<file path="src/rtl/wd_pkg.sv">
package wd_pkg;
  function automatic int unsigned idx_w(input int unsigned n);
    return (n > 1) ? $clog2(n) : 1;
  endfunction
endpackage

</file>
<file path="src/rtl/wd_worker.sv">
module wd_worker #(
  parameter int unsigned DATA_W     = 16,
  parameter int unsigned TAG_W      = 3,
  parameter int unsigned LATENCY    = 3,
  parameter int unsigned FIFO_DEPTH = 2
) (
  input  logic                    clk_i,
  input  logic                    rst_ni,
  input  logic                    in_valid_i,
  output logic                    in_ready_o,
  input  logic [TAG_W+DATA_W-1:0] in_pkt_i,
  output logic                    res_valid_o,
  input  logic                    res_pop_i,
  output logic [TAG_W+DATA_W-1:0] res_pkt_o
);
  localparam int unsigned PAY_W = TAG_W + DATA_W;
  localparam int unsigned CNT_W = $clog2(FIFO_DEPTH + 1);
  localparam int unsigned PTR_W = wd_pkg::idx_w(FIFO_DEPTH);

  logic [LATENCY-1:0] pv;
  logic [PAY_W-1:0]   pd [LATENCY];
  logic [PAY_W-1:0]   mem [FIFO_DEPTH];
  logic [PTR_W-1:0]   wr_ptr, rd_ptr;
  logic [CNT_W-1:0]   fcnt, occ;
  logic               take, push, pop;
  logic [DATA_W-1:0]  din, dres;

  assign in_ready_o = occ < CNT_W'(FIFO_DEPTH);
  assign take       = in_valid_i && in_ready_o;
  assign push       = pv[LATENCY-1];
  assign pop        = res_pop_i && (fcnt != '0);
  assign din        = in_pkt_i[DATA_W-1:0];
  assign dres       = {din[DATA_W-2:0], din[DATA_W-1]} + DATA_W'(1);

  for (genvar s = 0; s < LATENCY; s++) begin : g_stage
    if (s == 0) begin : g_first
      always_ff @(posedge clk_i or negedge rst_ni)
        if (!rst_ni) pv[0] <= 1'b0;
        else         pv[0] <= take;
      always_ff @(posedge clk_i)
        pd[0] <= {in_pkt_i[PAY_W-1:DATA_W], dres};
    end else begin : g_next
      always_ff @(posedge clk_i or negedge rst_ni)
        if (!rst_ni) pv[s] <= 1'b0;
        else         pv[s] <= pv[s-1];
      always_ff @(posedge clk_i)
        pd[s] <= pd[s-1];
    end
  end

  always_ff @(posedge clk_i) if (push) mem[wr_ptr] <= pd[LATENCY-1];

  always_ff @(posedge clk_i or negedge rst_ni) begin
    if (!rst_ni) begin
      wr_ptr <= '0;
      rd_ptr <= '0;
      fcnt   <= '0;
      occ    <= '0;
    end else begin
      if (push) wr_ptr <= (wr_ptr == PTR_W'(FIFO_DEPTH - 1)) ? '0 : wr_ptr + 1'b1;
      if (pop)  rd_ptr <= (rd_ptr == PTR_W'(FIFO_DEPTH - 1)) ? '0 : rd_ptr + 1'b1;
      fcnt <= fcnt + CNT_W'(push) - CNT_W'(pop);
      occ  <= occ + CNT_W'(take) - CNT_W'(pop);
    end
  end

  assign res_valid_o = fcnt != '0;
  assign res_pkt_o   = mem[rd_ptr];

  assert_fifo_no_overflow_R9: assert property (@(posedge clk_i) disable iff (!rst_ni)
    push |-> (fcnt < CNT_W'(FIFO_DEPTH)));
  assert_pop_only_filled_R5: assert property (@(posedge clk_i) disable iff (!rst_ni)
    res_pop_i |-> res_valid_o);
endmodule

</file>
<file path="src/rtl/wd_node.sv">
module wd_node #(
  parameter int unsigned NODE_ID    = 0,
  parameter int unsigned ID_W       = 2,
  parameter int unsigned TAG_W      = 3,
  parameter int unsigned DATA_W     = 16,
  parameter int unsigned LATENCY    = 3,
  parameter int unsigned FIFO_DEPTH = 2,
  localparam int unsigned PKT_W     = ID_W + TAG_W + DATA_W,
  localparam int unsigned RES_W     = TAG_W + DATA_W
) (
  input  logic             clk_i,
  input  logic             rst_ni,
  input  logic             fwd_valid_i,
  output logic             fwd_ready_o,
  input  logic [PKT_W-1:0] fwd_pkt_i,
  output logic             fwd_valid_o,
  input  logic             fwd_ready_i,
  output logic [PKT_W-1:0] fwd_pkt_o,
  input  logic             ret_valid_i,
  output logic             ret_ready_o,
  input  logic [RES_W-1:0] ret_pkt_i,
  output logic             ret_valid_o,
  input  logic             ret_ready_i,
  output logic [RES_W-1:0] ret_pkt_o
);
  logic             fq_v, fq_pop, mine, w_ready;
  logic [PKT_W-1:0] fq;
  logic             rq_v, can_load, w_res_v, w_pop;
  logic [RES_W-1:0] rq, w_res;

  // forward link register
  assign mine        = fq[PKT_W-1 -: ID_W] == ID_W'(NODE_ID);
  assign fq_pop      = fq_v && (mine ? w_ready : fwd_ready_i);
  assign fwd_ready_o = !fq_v || fq_pop;
  assign fwd_valid_o = fq_v && !mine;
  assign fwd_pkt_o   = fq;

  always_ff @(posedge clk_i or negedge rst_ni) begin
    if (!rst_ni) begin
      fq_v <= 1'b0;
      fq   <= '0;
    end else if (fwd_valid_i && fwd_ready_o) begin
      fq_v <= 1'b1;
      fq   <= fwd_pkt_i;
    end else if (fq_pop) begin
      fq_v <= 1'b0;
    end
  end

  wd_worker #(
    .DATA_W(DATA_W), .TAG_W(TAG_W), .LATENCY(LATENCY), .FIFO_DEPTH(FIFO_DEPTH)
  ) u_worker (
    .clk_i      (clk_i),
    .rst_ni     (rst_ni),
    .in_valid_i (fq_v && mine),
    .in_ready_o (w_ready),
    .in_pkt_i   (fq[RES_W-1:0]),
    .res_valid_o(w_res_v),
    .res_pop_i  (w_pop),
    .res_pkt_o  (w_res)
  );

  // return link register: upstream traffic first, local result fills gaps
  assign can_load    = !rq_v || ret_ready_i;
  assign ret_ready_o = can_load;
  assign w_pop       = can_load && !ret_valid_i && w_res_v;
  assign ret_valid_o = rq_v;
  assign ret_pkt_o   = rq;

  always_ff @(posedge clk_i or negedge rst_ni) begin
    if (!rst_ni) begin
      rq_v <= 1'b0;
      rq   <= '0;
    end else if (can_load && ret_valid_i) begin
      rq_v <= 1'b1;
      rq   <= ret_pkt_i;
    end else if (w_pop) begin
      rq_v <= 1'b1;
      rq   <= w_res;
    end else if (ret_ready_i) begin
      rq_v <= 1'b0;
    end
  end

  assert_local_result_held_R8: assert property (@(posedge clk_i) disable iff (!rst_ni)
    (ret_valid_i && can_load && w_res_v) |=> w_res_v);
  assert_ret_hold_R5: assert property (@(posedge clk_i) disable iff (!rst_ni)
    (rq_v && !ret_ready_i) |=> (rq_v && $stable(rq)));
  assert_fwd_hold_R5: assert property (@(posedge clk_i) disable iff (!rst_ni)
    (fq_v && !fq_pop) |=> (fq_v && $stable(fq)));
endmodule

</file>
<file path="src/rtl/wd_dispatch.sv">
module wd_dispatch #(
  parameter int unsigned NUM_WORKERS = 4,
  parameter int unsigned ID_W        = 2,
  parameter int unsigned TAG_W       = 3,
  parameter int unsigned DATA_W      = 16,
  parameter int unsigned ROB_DEPTH   = 8,
  localparam int unsigned PKT_W      = ID_W + TAG_W + DATA_W,
  localparam int unsigned RES_W      = TAG_W + DATA_W
) (
  input  logic              clk_i,
  input  logic              rst_ni,
  input  logic              in_valid_i,
  output logic              in_ready_o,
  input  logic [DATA_W-1:0] in_data_i,
  output logic              fwd_valid_o,
  input  logic              fwd_ready_i,
  output logic [PKT_W-1:0]  fwd_pkt_o,
  input  logic              ret_valid_i,
  output logic              ret_ready_o,
  input  logic [RES_W-1:0]  ret_pkt_i,
  output logic              out_valid_o,
  input  logic              out_ready_i,
  output logic [DATA_W-1:0] out_data_o
);
  localparam int unsigned CNT_W = $clog2(ROB_DEPTH + 1);

  logic [CNT_W-1:0]     cnt [NUM_WORKERS];
  logic [CNT_W-1:0]     best, occ;
  logic [ID_W-1:0]      sel;
  logic                 dq_v, in_fire, out_fire, sel_bad;
  logic [PKT_W-1:0]     dq;
  logic [ROB_DEPTH-1:0] filled;
  logic [DATA_W-1:0]    rdata [ROB_DEPTH];
  logic [ID_W-1:0]      rwid  [ROB_DEPTH];
  logic [TAG_W-1:0]     head, tail, rtag;

  always_comb begin
    sel  = '0;
    best = cnt[0];
    for (int j = 1; j < NUM_WORKERS; j++)
      if (cnt[j] < best) begin
        best = cnt[j];
        sel  = ID_W'(j);
      end
  end

  assign in_ready_o  = (!dq_v || fwd_ready_i) && (occ < CNT_W'(ROB_DEPTH));
  assign in_fire     = in_valid_i && in_ready_o;
  assign fwd_valid_o = dq_v;
  assign fwd_pkt_o   = dq;
  assign ret_ready_o = 1'b1;  // every tag owns a reserved slot
  assign rtag        = ret_pkt_i[RES_W-1 -: TAG_W];
  assign out_valid_o = filled[head];
  assign out_data_o  = rdata[head];
  assign out_fire    = out_valid_o && out_ready_i;

  always_ff @(posedge clk_i or negedge rst_ni) begin
    if (!rst_ni) begin
      dq_v <= 1'b0;
      dq   <= '0;
    end else if (in_fire) begin
      dq_v <= 1'b1;
      dq   <= {sel, tail, in_data_i};
    end else if (fwd_ready_i) begin
      dq_v <= 1'b0;
    end
  end

  for (genvar w = 0; w < NUM_WORKERS; w++) begin : g_cnt
    logic inc, dec;
    assign inc = in_fire && (sel == ID_W'(w));
    assign dec = out_fire && (rwid[head] == ID_W'(w));
    always_ff @(posedge clk_i or negedge rst_ni)
      if (!rst_ni) cnt[w] <= '0;
      else         cnt[w] <= cnt[w] + CNT_W'(inc) - CNT_W'(dec);
  end

  always_ff @(posedge clk_i) begin
    if (in_fire)     rwid[tail]  <= sel;
    if (ret_valid_i) rdata[rtag] <= ret_pkt_i[DATA_W-1:0];
  end

  always_ff @(posedge clk_i or negedge rst_ni) begin
    if (!rst_ni) begin
      filled <= '0;
      head   <= '0;
      tail   <= '0;
      occ    <= '0;
    end else begin
      if (out_fire)    filled[head] <= 1'b0;
      if (ret_valid_i) filled[rtag] <= 1'b1;
      if (out_fire)    head <= head + 1'b1;
      if (in_fire)     tail <= tail + 1'b1;
      occ <= occ + CNT_W'(in_fire) - CNT_W'(out_fire);
    end
  end

  always_comb begin
    sel_bad = 1'b0;
    for (int j = 0; j < NUM_WORKERS; j++)
      if ((cnt[j] < cnt[sel]) || ((ID_W'(j) < sel) && (cnt[j] == cnt[sel])))
        sel_bad = 1'b1;
  end

  assert_least_busy_R3: assert property (@(posedge clk_i) disable iff (!rst_ni)
    in_fire |-> !sel_bad);
  assert_window_bound_R4: assert property (@(posedge clk_i) disable iff (!rst_ni)
    occ <= CNT_W'(ROB_DEPTH));
  assert_no_dup_result_R5: assert property (@(posedge clk_i) disable iff (!rst_ni)
    ret_valid_i |-> !filled[rtag]);
  assert_head_in_order_R2: assert property (@(posedge clk_i) disable iff (!rst_ni)
    out_fire |=> (head == $past(head) + 1'b1));
endmodule

</file>
<file path="src/rtl/wd_distributor.sv">
module wd_distributor #(
  parameter int unsigned NUM_WORKERS = 4,
  parameter int unsigned DATA_W      = 16,
  parameter int unsigned ROB_DEPTH   = 8,
  parameter int unsigned LATENCY     = 3,
  parameter int unsigned RFIFO_DEPTH = 2
) (
  input  logic              clk_i,
  input  logic              rst_ni,
  input  logic              in_valid_i,
  output logic              in_ready_o,
  input  logic [DATA_W-1:0] in_data_i,
  output logic              out_valid_o,
  input  logic              out_ready_i,
  output logic [DATA_W-1:0] out_data_o
);
  localparam int unsigned ID_W  = wd_pkg::idx_w(NUM_WORKERS);
  localparam int unsigned TAG_W = $clog2(ROB_DEPTH);
  localparam int unsigned PKT_W = ID_W + TAG_W + DATA_W;
  localparam int unsigned RES_W = TAG_W + DATA_W;

  // link i of the forward chain feeds node i; link i of the return chain leaves node i
  logic             fwd_v [NUM_WORKERS+1];
  logic             fwd_r [NUM_WORKERS+1];
  logic [PKT_W-1:0] fwd_p [NUM_WORKERS+1];
  logic             ret_v [NUM_WORKERS+1];
  logic             ret_r [NUM_WORKERS+1];
  logic [RES_W-1:0] ret_p [NUM_WORKERS+1];
  logic             unused_tail;

  assign fwd_r[NUM_WORKERS] = 1'b1;
  assign ret_v[NUM_WORKERS] = 1'b0;
  assign ret_p[NUM_WORKERS] = '0;
  assign unused_tail        = ret_r[NUM_WORKERS] ^ (^fwd_p[NUM_WORKERS]);

  wd_dispatch #(
    .NUM_WORKERS(NUM_WORKERS), .ID_W(ID_W), .TAG_W(TAG_W),
    .DATA_W(DATA_W), .ROB_DEPTH(ROB_DEPTH)
  ) u_dispatch (
    .clk_i      (clk_i),
    .rst_ni     (rst_ni),
    .in_valid_i (in_valid_i),
    .in_ready_o (in_ready_o),
    .in_data_i  (in_data_i),
    .fwd_valid_o(fwd_v[0]),
    .fwd_ready_i(fwd_r[0]),
    .fwd_pkt_o  (fwd_p[0]),
    .ret_valid_i(ret_v[0]),
    .ret_ready_o(ret_r[0]),
    .ret_pkt_i  (ret_p[0]),
    .out_valid_o(out_valid_o),
    .out_ready_i(out_ready_i),
    .out_data_o (out_data_o)
  );

  for (genvar i = 0; i < NUM_WORKERS; i++) begin : g_node
    wd_node #(
      .NODE_ID(i), .ID_W(ID_W), .TAG_W(TAG_W), .DATA_W(DATA_W),
      .LATENCY(LATENCY), .FIFO_DEPTH(RFIFO_DEPTH)
    ) u_node (
      .clk_i      (clk_i),
      .rst_ni     (rst_ni),
      .fwd_valid_i(fwd_v[i]),
      .fwd_ready_o(fwd_r[i]),
      .fwd_pkt_i  (fwd_p[i]),
      .fwd_valid_o(fwd_v[i+1]),
      .fwd_ready_i(fwd_r[i+1]),
      .fwd_pkt_o  (fwd_p[i+1]),
      .ret_valid_i(ret_v[i+1]),
      .ret_ready_o(ret_r[i+1]),
      .ret_pkt_i  (ret_p[i+1]),
      .ret_valid_o(ret_v[i]),
      .ret_ready_i(ret_r[i]),
      .ret_pkt_o  (ret_p[i])
    );
  end

  assert_chain_end_R3: assert property (@(posedge clk_i) disable iff (!rst_ni)
    !fwd_v[NUM_WORKERS]);
  assert_out_stable_R6: assert property (@(posedge clk_i) disable iff (!rst_ni)
    (out_valid_o && !out_ready_i) |=> (out_valid_o && $stable(out_data_o)));
endmodule

</file>
<file path="config.mk">
export PLATFORM = sky130hd
export DESIGN_NAME = wd_distributor
export DESIGN_NICKNAME = d
export VERILOG_FILES = /design/src/rtl/wd_pkg.sv /design/src/rtl/wd_worker.sv /design/src/rtl/wd_node.sv /design/src/rtl/wd_dispatch.sv /design/src/rtl/wd_distributor.sv
export SDC_FILE = /design/constraint.sdc
export NUM_CORES = 1
export LEC_CHECK = 0
export BUFFER_PORTS_ARGS = -buffer_cell sky130_fd_sc_hd__buf_2
export CAP_MARGIN = 20
export CORE_ASPECT_RATIO = 1.75
export CORE_MARGIN = 3
export CORE_UTILIZATION = 50
export DETAILED_ROUTE_END_ITERATION = 8
export GPL_TIMING_DRIVEN = 0
export PLACE_DENSITY = 0.73
export SETUP_SLACK_MARGIN = 0.15
export SYNTH_ARGS = -nofsm -noshare
export SYNTH_HDL_FRONTEND = slang
export SYNTH_HIERARCHICAL = 1
export SYNTH_SLANG_ARGS = --single-unit
</file>
<file path="constraint.sdc">
create_clock -name clk_i -period 7 [get_ports clk_i]
set_input_delay 0.35 -clock clk_i [delete_from_list [all_inputs] [get_ports clk_i]]
set_output_delay 0.35 -clock clk_i [all_outputs]
set_load 0.005 [all_outputs]
</file>
==> results of run 1 <==
[layer usage]
layer  global-route usage [%]  up-vias  routed length, um
met5                        0        -                  0
met3                    2.318      159               1816
met1                    20.39     7727              20900
met4                    10.06        0               3098
li1                         -     7419                  -
met2                    34.99      378              30820
[sequential cells by signal, summed over array words and instances (netlist names), 8 cells and up]
| signal | count |
|---|---|
| g_node.u_node/fwd_pkt_o | 84 |
| g_node.u_node/ret_pkt_o | 76 |
| g_node.u_node/u_worker/fcnt | 8 |
| g_node.u_node/u_worker/mem | 152 |
| g_node.u_node/u_worker/occ | 8 |
| g_node.u_node/u_worker/pd | 228 |
| g_node.u_node/u_worker/pv | 8 |
| u_dispatch/cnt | 16 |
| u_dispatch/filled | 8 |
| u_dispatch/fwd_pkt_o | 21 |
| u_dispatch/rdata | 128 |
| u_dispatch/rwid | 16 |
[cells in the final DEF, fill, tap and decap left out, types with 12 or more instances in the layout]
cell type,instances
edfxtp_1,296
dfrtp_1,260
dfxtp_1,228
mux2_2,145
nand3_1,87
a31oi_1,87
o21ai_0,87
nand2_1,85
a21oi_1,82
clkbuf_16,74
buf_2,63
inv_1,62
xnor2_1,54
clkbuf_1,51
ha_1,45
xor2_1,44
mux4_2,38
nor2_1,33
conb_1,26
nand2b_1,22
mux2_4,21
nor3_1,20
nor2b_1,17
dlygate4sd3_1,17
nor4_2,16
buf_6,15
mux2_1,15
and2_1,12
[what timing repair did]
item | CTS | global route
hold buffers | 17 | 0
buffers inserted | 0 | 0
endpoints found under the hold margin | 55 | 0
[how the worst max path moves through the flow]
stage | cells after the start | from | slack, ps | to
after floorplan | 21 | u_dispatch/cnt[10]$_DFF_PN0_ | 1870 | u_dispatch/cnt[10]$_DFF_PN0_
after global placement | 1 | rst_ni | 970 | g_node[3].u_node/ret_pkt_o[2]$_DFFE_PN0P_
after detailed placement | 21 | u_dispatch/cnt[10]$_DFF_PN0_ | 1230 | u_dispatch/cnt[10]$_DFF_PN0_
after CTS | 21 | u_dispatch/cnt[10]$_DFF_PN0_ | 1200 | u_dispatch/cnt[10]$_DFF_PN0_
after global routing | 22 | u_dispatch/cnt[14]$_DFF_PN0_ | 870 | u_dispatch/cnt[10]$_DFF_PN0_
final | 21 | u_dispatch/cnt[10]$_DFF_PN0_ | 1140 | u_dispatch/cnt[9]$_DFF_PN0_
[final cells by class]
type                    instances  area [um^2]  share of cell area, %
flip-flops and latches        784        19960                  60.56
multi-input cells            1050         8533                  25.89
clock buffers                  94         1977                  5.999
well taps                     767        959.7                  2.912
repair buffers                 65        556.8                  1.690
plain buffers                  87        476.7                  1.447
inverters                      68        255.2                 0.7745
clock inverters                29        237.7                 0.7214
[report_power, final]
part | switching (mW) | internal [mW]
Sequential | 1.18 | 6.55
Clock | 1.62 | 2.05
Combinational | 1.96 | 1.89
[worst max-delay path, cell delays in order, from the launching register on]
cell and delay (ps):
dfrtp_1 430, ha_1 340, a21o_1 200, a21o_1 190, a21oi_1 290, mux2i_1 360, ha_1 280, nor2_1 70
o2bb2ai_1 190, a21oi_1 480, mux2_2 410, ha_1 270, o211ai_1 110, or4b_1 510, o211ai_2 180, or3b_1 390
ha_1 280, inv_1 50, ha_1 170, inv_1 60, fa_1 470, inv_1 40
[per-stage QoR]
| stage | setup slack (ps) | util, % | hold slack [ps] | power (mW) |
|---|---|---|---|---|
| 6_report | 1141 | 57.48 | 44.91 | 15.25 |
| 5_1_grt | 866.5 | 57.48 | 36.73 | 16.07 |
| 4_1_cts | 1199 | 57.48 | 11.47 | 15.37 |
| 3_5_place_dp | 1226 | 53.32 | 269.5 | 11.64 |
| 3_3_place_gp | 973.8 | 52.91 | 312.7 | 11.30 |
| 2_1_floorplan | 1868 | - | 54.41 | 10.18 |
==> results.toml, run 1 <==
[routing]
first_pass_iters = 5
via_count = 15683
drt_iter0_markers = 945
wl_um = 56630
detail-route-antenna-nets = 0
viasPerCell = 5.327
drc = 0
wire_per_inst_um = 19.23

[min_path]
min_path_type = "input pin to flop"
worstHoldStart = "out_ready_i"
hold_path_end = "u_dispatch/head[0]$_DFFE_PN0P_"
hold_depth = 2

[yosys]
syn-cell-area_mm2 = 0.02910
ys_warn_count = 6
syn_area_per_cell_um2 = 14.80
syn_inst = 1966

[clock_tree]
numCtsBuffers = 67
cts_resized = 0
cts.path.max_buffers = 3
cts_sinks = 784
root_buffer = "clkbuf_16"
clk_pin_slew_ps = 70
clock_latency_ps = 590
cts_tree = "built"
h-tree-depth = 3

[grt]
grt_use_total_pct = 18.69
grt_max_degree = 120
antenna_found_initial = 0
grt_pass1_vias = 16717
grt_pass1_wl_um = 90440
grt-ovfl-total = 0

[finish]
fin_area_mm2 = 0.03296
finalNonFillerCells = 2944
syn2layout_area_growth_pct = 13.24
fin_nets = 2193
diodes = 0
fillCellCount = 4348
drive_gt1_share_pct = 21.18

[critical_path]
rr_endpoint = "u_dispatch/cnt[9]$_DFF_PN0_"
rrSetupSlack_ps = 1140
reg2regPathDepth = 21
crit_required_ps = 7480
endpoint_kind = "flop"
cp-start-kind = "flop"
worstPathMaxFanout = 8
criticalPathCategory = "flop to flop"
reg2reg_from = "u_dispatch/cnt[10]$_DFF_PN0_"
arrival_ps = 6340

[placed_design]
dpl_cell_area_mm2 = 0.03057
port_buffers = 37
dpl.cell_count = 2804
detailed_place_hpwl_um = 40050
gp_congestion = 0.9342

[floorplanning]
die_h_um = 325.2
die_x_um = 188.4
ios = 38
num_rows = 116
start_util_pct = 50.76
dieArea_mm2 = 0.06125
core_area_mm2 = 0.05733

[timing]
fin_crit_sh_pct = 83.71
fmax_mhz = 170.7
slew_violations = 0
slew_headroom_pct = 34.80
setup_viol = 0
rsz0062_at_grt = "no"
finClkSkew_ps = 16.39
hold_viol = 0
setup_tns_ps = 0
period_minus_slack_ps = 5859
tightest_slew_ps = 973.5

[run_status]
outcome = "complete, no violations"

[pwr]
vdd_drop_max_uv = 186.3
power_leakage_nw = 12.80
powerDensity_mw_per_mm2 = 462.7

[flow_run]
drv_cap = 0
Power figures use the tool's default switching activity.
==> run 2: changes to the inputs <==
- clock period: 7 -> 5.7 ns (I/O delays scaled with it)
==> run 2 against run 1 <==
  * Clock power is 23% higher
  * Utilization is 0.19 points higher
  * Global-route usage stayed put
  * Clock skew is 1.8 ps lower
  * Total power is 24% higher
  * Final cell count is 0.24% higher
  * Critical endpoint unchanged
==> results.toml, run 2 (synthesis results as in run 1) <==
[clock_tree]
clk_pin_slew_ps = 70
root_buffer = "clkbuf_16"
cts_sinks = 784
numCtsBuffers = 67
h-tree-depth = 3
cts.path.max_buffers = 3
clock_latency_ps = 590
cts_tree = "built"

[grt]
grt_pass1_wl_um = 90460
grt_use_total_pct = 18.69
grt_pass1_vias = 16720
grt-ovfl-total = 0
grt_max_degree = 120
antenna_found_initial = 0

[critical_path]
cp-start-kind = "flop"
endpoint_kind = "flop"
worstPathMaxFanout = 8
arrival_ps = 5860
criticalPathCategory = "flop to flop"
crit_required_ps = 6180

[routing]
drc = 0
wl_um = 56820
detail-route-antenna-nets = 0
viasPerCell = 5.359
via_count = 15814
first_pass_iters = 5
drt_iter0_markers = 978
wire_per_inst_um = 19.25

[min_path]
min_path_type = "input pin to asynchronous set/reset pin"

[pwr]
switching_share_pct = 31.32
power_leakage_nw = 12.83
p_int_mw = 12.99
clkPwrFrac_pct = 23.8
combPwrFrac_pct = 25.9
vdd_drop_max_uv = 230.9
powerDensity_mw_per_mm2 = 571.9
total_power_mw = 18.91
p_switching_mw = 5.922
seqPwrFrac_pct = 50.2

[timing]
slew_headroom_pct = 34.91
tightest_slew_ps = 971.9
period_minus_slack_ps = 5372
hold_viol = 0
hold_ws_ps = 170.4
worst_slack_ps = 327.9
setup_viol = 0
rsz0062_at_grt = "no"
fin_crit_sh_pct = 94.25
finClkSkew_ps = 14.56
fmax_mhz = 186.1
setup_tns_ps = 0
slew_violations = 0

[placed_design]
port_buffers = 37
place_worst_setup_slack_ps = -73.80
dpl_cell_area_mm2 = 0.03057
detailed_place_hpwl_um = 40050
gp_congestion = 0.9342

[finish]
top_regs = "g_node.u_node/u_worker/pd: 228 flops, g_node.u_node/u_worker/mem: 152 flops, u_dispatch/rdata: 128 flops"
layout_common_cells = "edfxtp_1 (296), dfrtp_1 (260), dfxtp_1 (228)"
fin_area_mm2 = 0.03306
final_common_cell = "edfxtp_1"
largest_reg_flops = 228
diodes = 0
syn2layout_area_growth_pct = 13.61
fin_nets = 2200
top_register = "g_node.u_node/u_worker/pd"
drive_gt1_share_pct = 21.75

[floorplanning]
core_area_mm2 = 0.05733
ios = 38
start_util_pct = 50.76
die_x_um = 188.4
die_h_um = 325.2
dieArea_mm2 = 0.06125
num_rows = 116

[run_status]
outcome = "complete, no violations"

[flow_run]
drv_cap = 0
[run 2: changes by cell type in the layout (fill, tap and decap cells not counted), sizes merged]
cell / previous run / this run
buf: 99 / 105
dlygate4sd3: 17 / 18
[run 2: worst max-delay path: stages, from the launching register on]
cell	delay (ps)
dfrtp_1	440
ha_1	350
a21o_1	210
a21o_1	220
a21oi_4	180
mux2i_2	290
ha_2	250
nor2_1	70
o2bb2ai_2	170
a21oi_4	180
mux2_2	360
ha_1	270
o211ai_1	120
or4b_4	520
o211ai_4	150
or3b_1	380
ha_1	280
inv_1	50
ha_1	180
inv_1	60
fa_1	470
inv_1	40
[run 2: metal layers]
metal  vias up  part of all wire, %  GRT usage (%)
met2       398                   55          34.99
met3       161                  3.1          2.307
met1      7817                   37          20.39
met5         -                    0              0
met4         0                  5.4          10.11
li1       7438                    -              -
[run 2: cell type report]
| type | count | area, um^2 |
|---|---|---|
| fill | 4337 | 24270 |
| sequential | 784 | 19960 |
| multi-input combinational | 1050 | 8587 |
| clock buffer | 94 | 1977 |
| tap | 767 | 959.7 |
| timing repair buffer | 72 | 611.8 |
| buffer | 87 | 476.7 |
| inverter | 68 | 255.2 |
| clock inverter | 29 | 237.7 |
[run 2: power by group through the flow]
stage / Sequential [mW] / Clock, mW / Combinational [mW]
final: 9.50 / 4.51 / 4.90
after global routing: 9.69 / 4.83 / 5.40
after CTS: 9.51 / 4.61 / 4.81
after detailed placement: 9.60 / 0 / 4.69
after global placement: 9.48 / 0 / 4.40
after floorplan: 8.94 / 0 / 3.56
[run 2: through the flow]
stage	utilization [%]	std cells
2_1_floorplan	-	1989
3_3_place_gp	52.91	2793
3_5_place_dp	53.32	2804
4_1_cts	57.54	2947
5_1_grt	57.67	2951
6_report	57.67	2951
[run 2: final timing paths]
| check | start | to | slack [ps] | cells past startpoint |
|---|---|---|---|---|
| max | u_dispatch/cnt[10]$_DFF_PN0_ | u_dispatch/cnt[9]$_DFF_PN0_ | 330 | 21 |
| min in group clk_i | in_valid_i | u_dispatch/tail[1]$_DFFE_PN0P_ | 220 | 5 |
| min reg2reg | g_node[0].u_node/u_worker/pd[0][29]$_DFF_P_ | g_node[0].u_node/u_worker/pd[0][48]$_DFF_P_ | 320 | 0 |
| min | rst_ni | u_dispatch/cnt[2]$_DFF_PN0_ | 170 | 2 |
| max reg2reg | u_dispatch/cnt[10]$_DFF_PN0_ | u_dispatch/cnt[9]$_DFF_PN0_ | 330 | 21 |
| max in group asynchronous | rst_ni | g_node[3].u_node/u_worker/rd_ptr$_DFFE_PN0P_ | 4570 | 3 |
[run 2: timing repair]
action                     4_1_cts  5_1_grt
gates cloned                     0        0
setup endpoints to repair        8        8
resized for setup                2        9
hold buffers                    18        0
hold endpoints to repair        57        0
buffers inserted                 2        4
pin swaps                        0        1
==> run 3: changes to the inputs <==
- ABC_AREA: default -> 1
- SLEW_MARGIN: default -> 20
==> run 3 against run 2 <==
  * Fmax rose by 9.2%
  * Total power rose by 7.7%
  * Design area rose by 3.0%
  * Synthesized cell count rose by 44%
  * Synthesized area rose by 2.9%
  * Largest power group unchanged
  * Clock skew rose by 8.2 ps
  * Utilization fell by 0.17 points
  * Highest routed layer unchanged
==> results.toml, run 3 <==
[grt]
grt_pass1_wl_um = 101000
grt_use_total_pct = 20.40
grt_max_degree = 101
grt_pass1_vias = 19909
grt-ovfl-total = 0
antenna_found_initial = 0

[pwr]
total_power_mw = 20.36
switching_share_pct = 36.24
power_leakage_nw = 15.18
p_switching_mw = 7.380
vdd_drop_max_uv = 243.5
p_int_mw = 12.98
powerDensity_mw_per_mm2 = 598.1
combPwrFrac_pct = 30.3
clkPwrFrac_pct = 23.8
seqPwrFrac_pct = 45.8

[critical_path]
criticalPathCategory = "flop to flop"
max_stage_delay_ps = 550
critPathTopFamily = "buffers and inverters"
arrival_ps = 5390
crit_slowest_cell = "clkbuf_1"
cp.buffers_inverters = 10
crit_required_ps = 6170
cp-start-kind = "flop"
cp_common_cell = "inv_1"
endpoint_kind = "flop"
worstPathMaxFanout = 11

[placed_design]
detailed_place_hpwl_um = 45860
dpl_cell_area_mm2 = 0.03146
place_worst_setup_slack_ps = 849.0
gp_congestion = 0.8947
dpl.cell_count = 3684
port_buffers = 37

[timing]
fmax_mhz = 203.3
rsz0062_at_grt = "no"
fin_crit_sh_pct = 86.29
hold_ws_ps = 90.56
tightest_slew_ps = 754.1
slew_headroom_pct = 49.73
setup_tns_ps = 0
hold_viol = 0
finClkSkew_ps = 22.73
period_minus_slack_ps = 4918
worst_slack_ps = 781.6
setup_viol = 0
slew_violations = 0

[finish]
utilization_pct = 57.51
syn2layout_area_growth_pct = 13.65
fin_nets = 3061
fin_area_mm2 = 0.03405
layout_common_cells = "nand2_1 (873), edfxtp_1 (296), dfrtp_1 (260)"
diodes = 0
final_common_cell = "nand2_1"
top_regs = "g_node.u_node/u_worker/pd: 228 flops, g_node.u_node/u_worker/mem: 152 flops, u_dispatch/rdata: 128 flops"
largest_reg_flops = 228
top_register = "g_node.u_node/u_worker/pd"
drive_gt1_share_pct = 12.61
finalNonFillerCells = 3826

[clock_tree]
cts_setup_buffers = 0
clk_pin_slew_ps = 70
cts_sinks = 784
numCtsBuffers = 68
root_buffer = "clkbuf_16"
cts_tree = "built"
h-tree-depth = 3
cts.path.max_buffers = 3
clock_latency_ps = 600

[yosys]
syn_area_per_cell_um2 = 10.58
ys_warn_count = 6
syn_inst = 2831
syn-cell-area_mm2 = 0.02996

[routing]
detail-route-antenna-nets = 0
via_count = 19336
first_pass_iters = 6
wire_per_inst_um = 16.55
viasPerCell = 5.054
drc = 0
drt_iter0_markers = 1315
wl_um = 63320

[floorplanning]
num_rows = 118
start_util_pct = 50.60
core_area_mm2 = 0.05920
die_x_um = 191.0
ios = 38
dieArea_mm2 = 0.06300
die_h_um = 329.8

[flow_run]
drv_cap = 0

[run_status]
outcome = "complete, no violations"

[min_path]
min_path_type = "input pin to flop"
==> run 3: layout make-up <==
type | instances | area [um^2]
fillers | 4748 | 25160
flip-flops and latches | 784 | 19960
multi-input cells | 1736 | 8617
clock buffers | 85 | 1996
well taps | 780 | 975.9
inverters | 239 | 897.1
plain buffers | 94 | 596.8
repair buffers | 68 | 581.8
clock inverters | 40 | 422.9
==> run 3: metal layers <==
| metal | up-vias | part of all wire (%) | GRT usage, % |
|---|---|---|---|
| met5 | - | 0 | 0 |
| met4 | 0 | 5.2 | 11.26 |
| met3 | 176 | 4.0 | 2.814 |
| met2 | 526 | 55 | 39.24 |
| met1 | 9210 | 36 | 20.93 |
| li1 | 9424 | - | - |
==> run 3: power groups by stage <==
| stage | registers (mW) | clock network, mW | logic, mW |
|---|---|---|---|
| finish | 9.34 | 4.85 | 6.18 |
| CTS | 9.33 | 4.95 | 6.18 |
| global placement | 9.32 | 0 | 5.78 |
| global route | 9.53 | 5.16 | 6.95 |
| floorplan | 8.90 | 0 | 4.40 |
| detailed placement | 9.42 | 0 | 6.12 |
==> run 3: path summary, 6_finish.rpt <==
| path | from | endpoint | slack (ps) | depth (start not counted) |
|---|---|---|---|---|
| setup / recovery | g_node[3].u_node/u_worker/occ[1]$_DFF_PN0_ | u_dispatch/cnt[10]$_DFF_PN0_ | 780 | 25 |
| hold / removal | out_ready_i | u_dispatch/head[0]$_DFFE_PN0P_ | 90 | 4 |
| setup reg to reg | g_node[3].u_node/u_worker/occ[1]$_DFF_PN0_ | u_dispatch/cnt[10]$_DFF_PN0_ | 780 | 25 |
| hold reg to reg | g_node[2].u_node/u_worker/pd[0][4]$_DFF_P_ | g_node[2].u_node/u_worker/pd[0][23]$_DFF_P_ | 320 | 0 |
| max in group asynchronous | rst_ni | g_node[3].u_node/ret_pkt_o[10]$_DFFE_PN0P_ | 4080 | 4 |
| min in group asynchronous | rst_ni | u_dispatch/occ[2]$_DFF_PN0_ | 230 | 2 |
==> run 3: worst min-delay path, stage by stage <==
cell     delay, ps
buf_2           80
nand2_1        120
nand2_1        100
nand2_1         60
==> run 3: what timing repair did <==
action,4_1_cts,5_1_grt
hold endpoints to repair,80,0
gates resized for setup,0,0
hold buffers,17,0
